[config.mk]
export PLATFORM = sky130hd
export DESIGN_NAME = exc_tracker
export DESIGN_NICKNAME = d
export VERILOG_FILES = /design/src/rtl/exc_pkg.sv /design/src/rtl/exc_cause_merge.sv /design/src/rtl/exc_slot_reg.sv /design/src/rtl/exc_fetch_ctl.sv /design/src/rtl/exc_tracker.sv
export SDC_FILE = /design/constraint.sdc
export NUM_CORES = 1
export LEC_CHECK = 0
export CORE_MARGIN = 5
export CORE_UTILIZATION = 45
export DETAILED_ROUTE_END_ITERATION = 6
export PLACE_DENSITY = 0.71
export SYNTH_ARGS = -nofsm -noshare
export SYNTH_HDL_FRONTEND = slang
export SYNTH_SLANG_ARGS = --single-unit
export TNS_END_PERCENT = 5
[constraint.sdc]
create_clock -name clk -period 1.8 [get_ports clk]
set_clock_uncertainty 0.1 [all_clocks]
set_input_delay 0.18 -clock clk [delete_from_list [all_inputs] [get_ports clk]]
set_output_delay 0.18 -clock clk [all_outputs]
set_load 0.005 [all_outputs]
[src/rtl/exc_pkg.sv]
// Shared types for the precise exception tracker.
// Assumes a fixed five-stage order: fetch, decode, execute, memory, writeback.
package exc_pkg;

    // Cause codes; numeric values are visible on cause_o.
    typedef enum logic [2:0] {
        CZ_NONE = 3'd0,
        CZ_IRQ  = 3'd1,
        CZ_ITLB = 3'd2,
        CZ_ILL  = 3'd3,
        CZ_OVF  = 3'd4,
        CZ_DTLB = 3'd5
    } cause_e;

    // Per-slot tag carried down the pipeline.
    typedef struct packed {
        logic   vld;
        cause_e cz;
    } slot_t;

    // Stage registers after fetch: decode, execute, memory, writeback.
    localparam int NSLOT = 4;
    localparam int MEM_IDX = NSLOT - 2;
    localparam int WB_IDX  = NSLOT - 1;

endpackage

[src/rtl/exc_cause_merge.sv]
// Attaches a stage's fault code to the instruction passing through it.
// Assumes an earlier-stage code is already present when non-zero; it is kept.
module exc_cause_merge
    import exc_pkg::*;
#(
    parameter cause_e CODE = CZ_ILL
) (
    input  slot_t in_s,
    input  logic  fault_i,
    output slot_t out_s
);

    // Keep the oldest cause, otherwise tag with this stage's code.
    always_comb begin
        out_s = in_s;
        if (in_s.vld && (in_s.cz == CZ_NONE) && fault_i)
            out_s.cz = CODE;
    end

endmodule

[src/rtl/exc_slot_reg.sv]
// One pipeline stage register holding a tag and a PC.
// Assumes flush has priority over the incoming slot.
module exc_slot_reg
    import exc_pkg::*;
#(
    parameter int PC_W = 32
) (
    input  logic            clk,
    input  logic            rst_n,
    input  logic            flush_i,
    input  slot_t           d_s,
    input  logic [PC_W-1:0] d_pc,
    output slot_t           q_s,
    output logic [PC_W-1:0] q_pc
);

    // Capture the slot, emptying it on reset or flush.
    always_ff @(posedge clk) begin
        if (!rst_n) begin
            q_s  <= '{vld: 1'b0, cz: CZ_NONE};
            q_pc <= '0;
        end else if (flush_i) begin
            q_s  <= '{vld: 1'b0, cz: CZ_NONE};
        end else begin
            q_s  <= d_s;
            q_pc <= d_pc;
        end
    end

endmodule

[src/rtl/exc_fetch_ctl.sv]
// Fetch PC sequencing and interrupt no-op injection at fetch.
// Assumes one fetch per cycle and no stalls; redirect loads the vector.
module exc_fetch_ctl
    import exc_pkg::*;
#(
    parameter int              PC_W     = 32,
    parameter logic [PC_W-1:0] RESET_PC = '0,
    parameter logic [PC_W-1:0] VEC_ADDR = '0
) (
    input  logic            clk,
    input  logic            rst_n,
    input  logic            redirect_i,
    input  logic            irq_i,
    input  logic            irq_busy_i,
    input  logic            itlb_fault_i,
    output logic [PC_W-1:0] pc_o,
    output slot_t           slot_o
);

    localparam logic [PC_W-1:0] STEP = PC_W'(4);

    logic [PC_W-1:0] pc_q;

    // Advance the fetch PC or load the vector on redirect.
    always_ff @(posedge clk) begin
        if (!rst_n)          pc_q <= RESET_PC;
        else if (redirect_i) pc_q <= VEC_ADDR;
        else                 pc_q <= pc_q + STEP;
    end

    // Build the slot entering decode; interrupt wins over a fetch fault.
    always_comb begin
        slot_o.vld = 1'b1;
        if (irq_i && !irq_busy_i) slot_o.cz = CZ_IRQ;
        else if (itlb_fault_i)    slot_o.cz = CZ_ITLB;
        else                      slot_o.cz = CZ_NONE;
    end

    assign pc_o = pc_q;

endmodule

[src/rtl/exc_tracker.sv]
// Precise exception tracker: tags instructions, acts at writeback only,
// saves PC and cause, redirects fetch and discards younger work.
// Assumes an in-order pipeline with no stalls; datapath lives elsewhere.
module exc_tracker
    import exc_pkg::*;
#(
    parameter int              PC_W     = 32,
    parameter logic [PC_W-1:0] RESET_PC = '0,
    parameter logic [PC_W-1:0] VEC_ADDR = PC_W'(32'h80)
) (
    input  logic            clk,
    input  logic            rst_n,
    input  logic            irq_i,
    input  logic            itlb_fault_i,
    input  logic            illegal_i,
    input  logic            ovf_i,
    input  logic            dtlb_fault_i,
    input  logic            mem_store_i,
    output logic [PC_W-1:0] fetch_pc_o,
    output logic            wb_valid_o,
    output logic [PC_W-1:0] wb_pc_o,
    output logic            commit_o,
    output logic            take_o,
    output logic [PC_W-1:0] epc_o,
    output logic [2:0]      cause_o,
    output logic            dmem_we_o
);

    slot_t           s_q  [NSLOT];
    logic [PC_W-1:0] pc_q [NSLOT];
    slot_t           d_s  [NSLOT];
    logic [PC_W-1:0] d_pc [NSLOT];
    logic [NSLOT-1:1] fv;
    slot_t           fetch_s;
    logic [PC_W-1:0] fetch_pc;
    logic            irq_busy;
    logic            take;
    logic [PC_W-1:0] epc_q;
    cause_e          cause_q;

    // Fault flags for the stage each slot is leaving.
    assign fv = {dtlb_fault_i, ovf_i, illegal_i};

    // Is an interrupt no-op already travelling down the pipe.
    always_comb begin
        irq_busy = 1'b0;
        for (int k = 0; k < NSLOT; k++)
            if (s_q[k].vld && (s_q[k].cz == CZ_IRQ)) irq_busy = 1'b1;
    end

    assign take = s_q[WB_IDX].vld && (s_q[WB_IDX].cz != CZ_NONE);

    exc_fetch_ctl #(
        .PC_W(PC_W), .RESET_PC(RESET_PC), .VEC_ADDR(VEC_ADDR)
    ) u_fetch (
        .clk(clk), .rst_n(rst_n), .redirect_i(take), .irq_i(irq_i),
        .irq_busy_i(irq_busy), .itlb_fault_i(itlb_fault_i),
        .pc_o(fetch_pc), .slot_o(fetch_s)
    );

    for (genvar k = 0; k < NSLOT; k++) begin : g_slot
        if (k == 0) begin : g_head
            assign d_s[k]  = fetch_s;
            assign d_pc[k] = fetch_pc;
        end else begin : g_body
            exc_cause_merge #(.CODE(cause_e'(3'(k + 2)))) u_merge (
                .in_s(s_q[k-1]), .fault_i(fv[k]), .out_s(d_s[k])
            );
            assign d_pc[k] = pc_q[k-1];
        end
        exc_slot_reg #(.PC_W(PC_W)) u_reg (
            .clk(clk), .rst_n(rst_n), .flush_i(take),
            .d_s(d_s[k]), .d_pc(d_pc[k]), .q_s(s_q[k]), .q_pc(pc_q[k])
        );
    end

    // Record the faulting PC and cause when the exception is taken.
    always_ff @(posedge clk) begin
        if (!rst_n) begin
            epc_q   <= '0;
            cause_q <= CZ_NONE;
        end else if (take) begin
            epc_q   <= pc_q[WB_IDX];
            cause_q <= s_q[WB_IDX].cz;
        end
    end

    assign fetch_pc_o = fetch_pc;
    assign wb_valid_o = s_q[WB_IDX].vld;
    assign wb_pc_o    = pc_q[WB_IDX];
    assign commit_o   = s_q[WB_IDX].vld && (s_q[WB_IDX].cz == CZ_NONE);
    assign take_o     = take;
    assign epc_o      = epc_q;
    assign cause_o    = cause_q;
    assign dmem_we_o  = mem_store_i && s_q[MEM_IDX].vld &&
                        (s_q[MEM_IDX].cz == CZ_NONE) && !dtlb_fault_i && !take;

endmodule

==> results.cfg <==
[outcome]
status = finished, violations left
failed_checks = setup timing

[global_routing]
antenna_found_initial = 0
grt-ovfl-total = 0
grtUsageMet2 = 0.245
track_usage = 0.168
grt_use_met1 = 0.239
gr-max-usage-layer = met2
use_met3 = 0.0436
grt_pass1_wl_um = 27400
grt_pass1_vias = 5519
grt_max_degree = 110

[cells_and_area]
multi_input_area_mm2 = 0.00317
area_growth_pct = 26.6
layout-drive-gt1-share = 0.120
final_util = 0.579
design_area_mm2 = 0.00957
seq_area_mm2 = 0.00396
final_common_cell = nand2_1
finalNetCount = 975
final_cells = 1199
layout_common_cells = nand2_1 (280), dfxtp_1 (184), a21boi_0 (151)
fill_cells = 1499
diodes = 0

[cts]
clkSinkCount = 197
hold_buffers = 0
cts-root-buf = clkbuf_16
htreeDepth = 4
cts_tree = done
cts_buffers = 17
clockBufferDepth = 2
insertion_delay_ns = 0.43
path_clk_slew_ns = 0.07

[die]
initial_core_util = 0.458
num_rows = 47
io_pins = 111
die_area_mm2 = 0.0195
die_h_um = 140
die_w_um = 140
core_area_mm2 = 0.0165

[timing]
finalWorstPathRequiredPeriod_ns = 1.83
hold_viol = 0
finalCritPeriodShare = 1.02
timing.fmax_ghz = 0.546
final.setup.worst_slack_ns = -0.0328
rsz0062_at_grt = yes
slew_viol_final = 0
setup_viol = 1

[worst_setup_path]
start_kind = register
crit_arrival_ns = 1.55
setup.worst_path.end_class = primary output
crit_type = reg -> out
cp_max_fo = 4
required_ns = 1.52

[routing]
wirelength_um = 16600
drc = 0
first_iter_violations = 257
drtAntennaViolNets = 0
wl_per_cell_um = 13.8
first_pass_iters = 4
route.vias.total = 5819
viasPerCell = 4.85

[pwr]
ir_worst_vdd_v = 0.000783
p_per_area_mw_per_mm2 = 861
p_leak_nw = 3.27

[logic_synthesis]
synth_largest_area_cell = dfxtp_1
synth_area_leaders = dfxtp_1 (52%), a21boi_0 (15%), nand2_1 (14%), buf_4 (3.6%), clkbuf_1 (2.3%)
yosysWarnings = 0
async_flop_share = 0
synthFlopType = dfxtp_1
synth_edf_count = 0
synth-seq-cells = 197
syn_area_mm2 = 0.00756
avgSynthCellArea_um2 = 8.64
ys_seq_area_frac = 0.522
yosysUniqueCellTypes = 37
synth_top_area_share = 0.522
netlist_instances = 875

[placed_design]
hpwlAfterDp_um = 10700
placed_area_mm2 = 0.00892
placed_cells = 1163
io_buffer_count = 104
place_congestion = 0.769

[min_path]
hold_class = in -> reg

[job]
cap_violations = 0
## kinds of logic (layout without fill, tap and decap cells)
family | count (synthesis) | after routing | synth area share
and+or+nand+nor | 375 | 375 | 0.212
DFF | 197 | 197 | 0.522
AOI/OAI and AO/OA | 188 | 188 | 0.181
buffers and inverters | 100 | 199 | 0.0690
xor gates and xnor gates | 13 | 13 | 0.0151
adders and majority gates | 1 | 1 | 0.00165
other | 1 | 6 | 0.000496
## final cells by class
class | count | area share
Multi-Input combinational cell | 583 | 0.331
Clock inverter | 14 | 0.0136
Sequential cell | 197 | 0.414
Tap cell | 220 | 0.0288
Timing Repair Buffer | 159 | 0.165
Inverter | 8 | 0.00327
Clock buffer | 18 | 0.0448
## timing repair
action	CTS	global route
buffers inserted	3	0
cloned	0	1
pin swaps	2	3
resized for setup	16	13
setup endpoints to repair	9	101
## path summary, 6_finish.rpt
path | slack, ns | startpoint | endpoint | depth (start not counted)
max | -0.03 | g_slot[3].u_reg.q_s[0]$_SDFF_PP0_ | take_o | 5
min | 0.10 | rst_n | g_slot[3].u_reg.q_pc[20]$_SDFFE_PN0N_ | 2
max reg2reg | 0.04 | g_slot[3].u_reg.q_s[0]$_SDFF_PP0_ | g_slot[0].u_reg.q_s[1]$_SDFF_PP0_ | 8
min reg2reg | 0.36 | g_slot[0].u_reg.q_pc[4]$_SDFFE_PN0N_ | g_slot[0].u_reg.q_pc[4]$_SDFFE_PN0N_ | 2
## power breakdown
group          leakage, nW  internal, mW  switching (mW)  total (mW)
clock                0.276          1.93            1.67        3.60
combinational         1.39         0.119           0.120       0.239
sequential            1.60          4.39          0.0203        4.41
## per-stage QoR
stage / hold slack, ns / TNS [ns] / worst slack, ns / power (mW)
floorplan: 0.219 / -0.0339 / -0.0113 / 4.66
global placement: 0.348 / -0.0258 / -0.0258 / 4.74
detailed placement: 0.355 / -0.0654 / -0.0321 / 4.74
CTS: 0.0872 / -0.0682 / -0.0451 / 8.33
global route: 0.118 / -0.205 / -0.0955 / 8.53
finish: 0.103 / -0.0328 / -0.0328 / 8.25
## worst max-delay path: stages, from the launching register on
cell and delay (ns):
dfxtp_2 0.35, o31ai_4 0.28, buf_6 0.14, buf_12 0.13, clkinv_2 0.07, buf_2 0.16
## flip-flops by register name, summed over array words and instances, names as in the netlist
register           flops
cause_o                3
epc_o                 30
g_slot.u_reg.q_pc    120
g_slot.u_reg.q_s      14
u_fetch.pc_o          30
## Yosys cell counts, drive strengths merged, types with 5 or more instances
cell / count
and3: 8
o31ai: 9
nand2: 283
nand3: 7
dfxtp: 197
clkbuf: 46
nor3: 5
xnor2: 7
nor2: 27
xor2: 6
buf: 46
a21boi: 151
nand4: 13
inv: 8
a21oi: 17
or4: 8
nor4: 5
## per-layer routing
layer,part of all wire,up-vias
met5,0,-
met4,0.015,0
met3,0.051,14
met2,0.43,123
met1,0.51,2642
li1,-,3040
(Power assumes the default switching activity.)
